$ cat src/rtl/cart_win_pkg.sv
package cart_win_pkg;
  localparam int unsigned N_CAPT = 3;

  // capture/read-back offsets within the 4 KB regions, in latch order
  function automatic logic [11:0] capt_ofs(input int unsigned idx);
    case (idx)
      0:       capt_ofs = 12'h000;
      1:       capt_ofs = 12'h010;
      default: capt_ofs = 12'h013;
    endcase
  endfunction

  localparam logic [15:0] MODE_MASK = 16'hE001;
  localparam logic [15:0] MODE_ADDR = 16'hA001;
endpackage

$ cat src/rtl/cw_mode_decode.sv
module cw_mode_decode #(
  parameter int unsigned DATA_W = 8,
  parameter int unsigned PAGE_W = 2
) (
  input  logic [DATA_W-1:0] mode_i,
  output logic              page_ok_o,
  output logic [PAGE_W-1:0] page_o,
  output logic              capture_o
);
  // paging codes: 1110_x1pp
  assign page_ok_o = (mode_i[7:4] == 4'hE) && mode_i[2];
  assign page_o    = mode_i[PAGE_W-1:0];
  assign capture_o = (mode_i == 8'hA1) || (mode_i == 8'hA5) || (mode_i == 8'hA9);
endmodule

$ cat src/rtl/cw_addr_decode.sv
module cw_addr_decode
  import cart_win_pkg::*;
#(
  parameter int unsigned ADDR_W = 16,
  parameter int unsigned N      = N_CAPT
) (
  input  logic [ADDR_W-1:0] addr_i,
  output logic              xram_hit_o,
  output logic              win_hit_o,
  output logic              mode_hit_o,
  output logic [N-1:0]      capt_wr_hit_o,
  output logic [N-1:0]      capt_rd_hit_o
);
  assign xram_hit_o = (addr_i[15:12] == 4'h5);
  assign win_hit_o  = (addr_i[15:13] == 3'b011);
  assign mode_hit_o = ((addr_i & MODE_MASK) == MODE_ADDR);

  for (genvar g = 0; g < N; g++) begin : g_hit
    assign capt_wr_hit_o[g] = xram_hit_o && (addr_i[11:0] == capt_ofs(g));
    assign capt_rd_hit_o[g] = (addr_i[15:12] == 4'h6) && (addr_i[11:0] == capt_ofs(g));
  end
endmodule

$ cat src/rtl/cw_capture.sv
module cw_capture #(
  parameter int unsigned DATA_W = 8,
  parameter int unsigned N      = 3
) (
  input  logic              clk_i,
  input  logic              rst_ni,
  input  logic [N-1:0]      load_i,
  input  logic              arm_i,
  input  logic              disarm_i,
  input  logic [DATA_W-1:0] wdata_i,
  input  logic [N-1:0]      sel_i,
  output logic [DATA_W-1:0] sel_data_o,
  output logic              armed_o
);
  logic [DATA_W-1:0] lat_q [N];

  for (genvar g = 0; g < N; g++) begin : g_lat
    always_ff @(posedge clk_i or negedge rst_ni) begin
      if (!rst_ni)        lat_q[g] <= '0;
      else if (load_i[g]) lat_q[g] <= wdata_i;
    end
  end

  // arming write wins over a same-cycle disarm
  always_ff @(posedge clk_i or negedge rst_ni) begin
    if (!rst_ni)       armed_o <= 1'b0;
    else if (arm_i)    armed_o <= 1'b1;
    else if (disarm_i) armed_o <= 1'b0;
  end

  always_comb begin
    sel_data_o = '0;
    for (int i = 0; i < N; i++) begin
      if (sel_i[i]) sel_data_o = lat_q[i];
    end
  end
endmodule

$ cat src/rtl/cart_ram_window.sv
module cart_ram_window
  import cart_win_pkg::*;
#(
  parameter int unsigned ADDR_W  = 16,
  parameter int unsigned DATA_W  = 8,
  parameter int unsigned XRAM_AW = 12,
  parameter int unsigned PAGE_AW = 13,
  parameter int unsigned PAGE_W  = 2,
  localparam int unsigned WRAM_AW = PAGE_AW + PAGE_W
) (
  input  logic               clk_i,
  input  logic               rst_ni,
  input  logic [ADDR_W-1:0]  cpu_addr_i,
  input  logic [DATA_W-1:0]  cpu_wdata_i,
  input  logic               cpu_we_i,
  input  logic               cpu_re_i,
  output logic [DATA_W-1:0]  rdata_o,
  output logic               xram_cs_o,
  output logic               xram_we_o,
  output logic [XRAM_AW-1:0] xram_addr_o,
  input  logic [DATA_W-1:0]  xram_rdata_i,
  output logic               wram_cs_o,
  output logic               wram_we_o,
  output logic [WRAM_AW-1:0] wram_addr_o,
  input  logic [DATA_W-1:0]  wram_rdata_i,
  output logic               rom_sel_o
);
  logic [DATA_W-1:0] mode_q;
  logic              page_ok, capture, armed;
  logic [PAGE_W-1:0] page;
  logic              xram_hit, win_hit, mode_hit;
  logic [N_CAPT-1:0] wr_hit, rd_hit, capt_sel;
  logic [DATA_W-1:0] capt_data;
  logic              acc, capt_rd, capt_wr;

  cw_addr_decode #(.ADDR_W(ADDR_W), .N(N_CAPT)) u_dec (
    .addr_i        (cpu_addr_i),
    .xram_hit_o    (xram_hit),
    .win_hit_o     (win_hit),
    .mode_hit_o    (mode_hit),
    .capt_wr_hit_o (wr_hit),
    .capt_rd_hit_o (rd_hit)
  );

  cw_mode_decode #(.DATA_W(DATA_W), .PAGE_W(PAGE_W)) u_mode (
    .mode_i    (mode_q),
    .page_ok_o (page_ok),
    .page_o    (page),
    .capture_o (capture)
  );

  always_ff @(posedge clk_i or negedge rst_ni) begin
    if (!rst_ni)                   mode_q <= '0;
    else if (cpu_we_i && mode_hit) mode_q <= cpu_wdata_i;
  end

  assign acc      = cpu_we_i || cpu_re_i;
  assign capt_wr  = cpu_we_i && capture && xram_hit;
  assign capt_rd  = cpu_re_i && armed && (|rd_hit);
  assign capt_sel = capt_rd ? rd_hit : '0;

  cw_capture #(.DATA_W(DATA_W), .N(N_CAPT)) u_capt (
    .clk_i      (clk_i),
    .rst_ni     (rst_ni),
    .load_i     (capt_wr ? wr_hit : '0),
    .arm_i      (capt_wr),
    .disarm_i   (capt_rd && rd_hit[N_CAPT-1]),
    .wdata_i    (cpu_wdata_i),
    .sel_i      (capt_sel),
    .sel_data_o (capt_data),
    .armed_o    (armed)
  );

  assign xram_cs_o   = acc && xram_hit;
  assign xram_we_o   = cpu_we_i && xram_hit;
  assign xram_addr_o = cpu_addr_i[XRAM_AW-1:0];

  assign wram_cs_o   = acc && win_hit && page_ok && !capt_rd;
  assign wram_we_o   = cpu_we_i && win_hit && page_ok;
  assign wram_addr_o = {page, cpu_addr_i[PAGE_AW-1:0]};
  assign rom_sel_o   = acc && win_hit && !page_ok && !capt_rd;

  always_comb begin
    if (capt_rd)                          rdata_o = capt_data;
    else if (cpu_re_i && xram_hit)        rdata_o = xram_rdata_i;
    else if (cpu_re_i && win_hit && page_ok) rdata_o = wram_rdata_i;
    else                                  rdata_o = '0;
  end
endmodule

$ cat config.mk
export PLATFORM = sky130hd
export DESIGN_NAME = cart_ram_window
export DESIGN_NICKNAME = d
export VERILOG_FILES = /design/src/rtl/cart_win_pkg.sv /design/src/rtl/cw_mode_decode.sv /design/src/rtl/cw_addr_decode.sv /design/src/rtl/cw_capture.sv /design/src/rtl/cart_ram_window.sv
export SDC_FILE = /design/constraint.sdc
export NUM_CORES = 1
export LEC_CHECK = 0
export CAP_MARGIN = 20
export CORE_MARGIN = 2
export CORE_UTILIZATION = 46
export CTS_CLUSTER_DIAMETER = 60
export CTS_CLUSTER_SIZE = 30
export DETAILED_ROUTE_END_ITERATION = 7
export GPL_ROUTABILITY_DRIVEN = 0
export PLACE_DENSITY = 0.86
export SLEW_MARGIN = 20
export SYNTH_ARGS = -nofsm -noshare
export SYNTH_HDL_FRONTEND = slang
export SYNTH_SLANG_ARGS = --single-unit
$ cat constraint.sdc
create_clock -name clk_i -period 4.97 [get_ports clk_i]
set_clock_uncertainty 0.2 [all_clocks]
set_input_delay 0.497 -clock clk_i [delete_from_list [all_inputs] [get_ports clk_i]]
set_output_delay 0.497 -clock clk_i [all_outputs]
set_load 0.02 [all_outputs]
==> impl_metrics.yaml <==
synth:
  synth_common_cells: "33 x dfrtp_1, 32 x mux2_2, 27 x buf_4"
  ys_seq_area_frac: 0.4172
  syn_area_um2: 1979
  yosysTopAreaCell: "dfrtp_1"
  synth_top_area_frac: 0.4172
  syn_nets: 234
  synth_area_per_cell_um2: 10.42
  synth_most_common_cell: "dfrtp_1"
  ys_ff_latch: 33
  synth_cells: 190
  synth_warnings: 0
  ys_types: 35
  async_flop_share: 1.000
  synthTopCellsByArea: "dfrtp_1 42%, mux2_2 18%, buf_4 10%"
  synthFlopType: "dfrtp_1"
  synth_enable_flop_cells: 0
final_layout:
  nets: 293
  drive_above_1_share: 0.1840
  fillers: 310
  seqCellArea_um2: 825.8
  multiInputGateArea_um2: 917.1
  area_growth_pct: 38.69
  antenna_cells: 0
  final-instance-count-excl-fill: 300
routing:
  drc: 0
  final_antenna_net_count: 0
  drt_wl_total_um: 5255
  drt-vias-per-instance: 5.657
  post_drt_wl_per_cell_um: 17.52
  drt_iter0_markers: 115
  vias: 1697
  drt_first_pass_iters: 4
clocking:
  clk_latency_ns: 0.29
  clockBufferDepth: 2
  post_cts_buffers: 0
  cts_tree: "yes"
  numCtsBuffers: 5
  path_clk_slew_ns: 0.07
  cts-root-buf: "clkbuf_8"
  htreeDepth: 2
  post_cts_resize_count: 0
  cts.sinks: 33
  hold_buffers: 0
sta:
  period_share: 0.8345
  rsz0062_at_grt: "false"
  worstMarginPinSlew_ns: 0.6045
  setup_tns_ns: 0
  finalSetupViolations: 0
  hold_viol: 0
  drv_slew: 0
  fmax_mhz: 241.1
  slew_headroom: 0.5970
  min_period_ns: 4.148
critical_path:
  r2r_setup_slack_ns: 2.72
  path_class: "in -> out"
  cp-end-kind: "output pin"
  crit_fanout: 7
  crit_arrival_ns: 3.45
  cp.required_ns: 4.27
  start_kind: "primary input"
power_and_ir_drop:
  p_leak_nw: 1.169
  powerDensity_nw_per_um2: 227.0
  ir_drop_uv: 190.4
job:
  drv_cap: 0
global_route:
  grt.overflow.total: 0
  track_usage: 0.2291
  grt_max_degree: 34
  grt_pass1_vias: 1666
  antenna_found_initial: 0
  grt_pass1_wl_um: 8576
floorplanning:
  die_width_um: 69.60
  io_pins: 84
  die_y_um: 69.60
  initial_core_util: 0.4878
  rows: 23
  fp.coreArea_um2: 4058
  dieArea_um2: 4843
placed_design:
  dp_hpwl_um: 3873
  dpl.cell_count: 292
  io_buffers: 83
outcome:
  outcome: "finished clean"
worst_hold_path:
  hold_class: "reg -> reg"
## worst max-delay path, stage by stage
cell and delay [ns]:
clkdlybuf4s50_1 0.43, or4_4 0.55, or4_4 0.57, or2_0 0.46, a32oi_1 0.30, clkdlybuf4s50_1 0.65
## metrics by stage
stage          hold WS (ns)  cell area (µm²)  total power, W  setup slack, ns  utilization
6_report             0.3069             2745       0.0006231           0.8223       0.6765
5_1_grt              0.3189             2745       0.0006546           0.7789       0.6765
4_1_cts              0.3093             2745       0.0006287           0.8579       0.6765
3_5_place_dp         0.2954             2663       0.0004375           0.8580       0.6562
3_3_place_gp         0.2869             2663       0.0004337           0.9474       0.6562
2_1_floorplan      0.001409             1979       0.0003702            1.920            -
## kinds of logic after synthesis
kind of cell    synth area share
simple gates              0.1561
mux                       0.2124
buf+inv                   0.1195
flops                     0.4172
compound gates           0.09483
## placed cells by master, fill, tap and decap left out, types with 2 or more instances in the layout
cell type        count
clkdlybuf4s50_1     83
dfrtp_1             33
mux2_2              32
nand2_1             17
a21oi_1             12
mux2i_1              6
a32oi_1              6
nor2_1               5
clkbuf_8             5
and2_1               4
nand3b_1             4
nor3_1               4
o21ai_0              4
and3_1               3
a2111oi_0            3
buf_4                3
or2_2                2
or4_4                2
nor4_1               2
nand2b_1             2
nand4_1              2
clkinv_2             2
## flip-flops by register name, indices dropped and copies added, names as in the netlist
signal / cells
u_capt.armed_o: 1
mode_q: 8
u_capt.lat_q: 24
## path summary, 6_finish.rpt
path / cells after the start / start / to
worst max-delay path: 6 / cpu_addr_i[3] / rdata_o[5]
worst min-delay path: 1 / u_capt.lat_q[23] / u_capt.lat_q[23]
worst max register to register: 4 / mode_q[4] / u_capt.lat_q[14]
worst min register to register: 1 / u_capt.lat_q[23] / u_capt.lat_q[23]
max in group asynchronous: 2 / rst_ni / u_capt.lat_q[11]
min in group asynchronous: 2 / rst_ni / u_capt.lat_q[7]
## cell type report
class                      instances  share of cell area
clock inverter                     2            0.003646
multi-input combinational        122              0.3341
tap                               50             0.02279
timing repair buffer              86              0.3108
sequential                        33              0.3008
clock buffer                       6             0.02644
inverter                           1            0.001367
## metal layers
metal / vias to the layer above / track usage / routed length, µm
met5: - / 0 / 0
met3: 10 / 0.06686 / 361
met1: 821 / 0.2841 / 2124
li1: 787 / - / -
met2: 79 / 0.3643 / 2635
met4: 0 / 0.1133 / 133
## power by group
part           switching, W  internal, W
sequential       0.00000997     0.000284
combinational     0.0000615    0.0000765
clock             0.0000942    0.0000968
total              0.000166     0.000457
No activity file was read; power rests on OpenSTA's default activity.
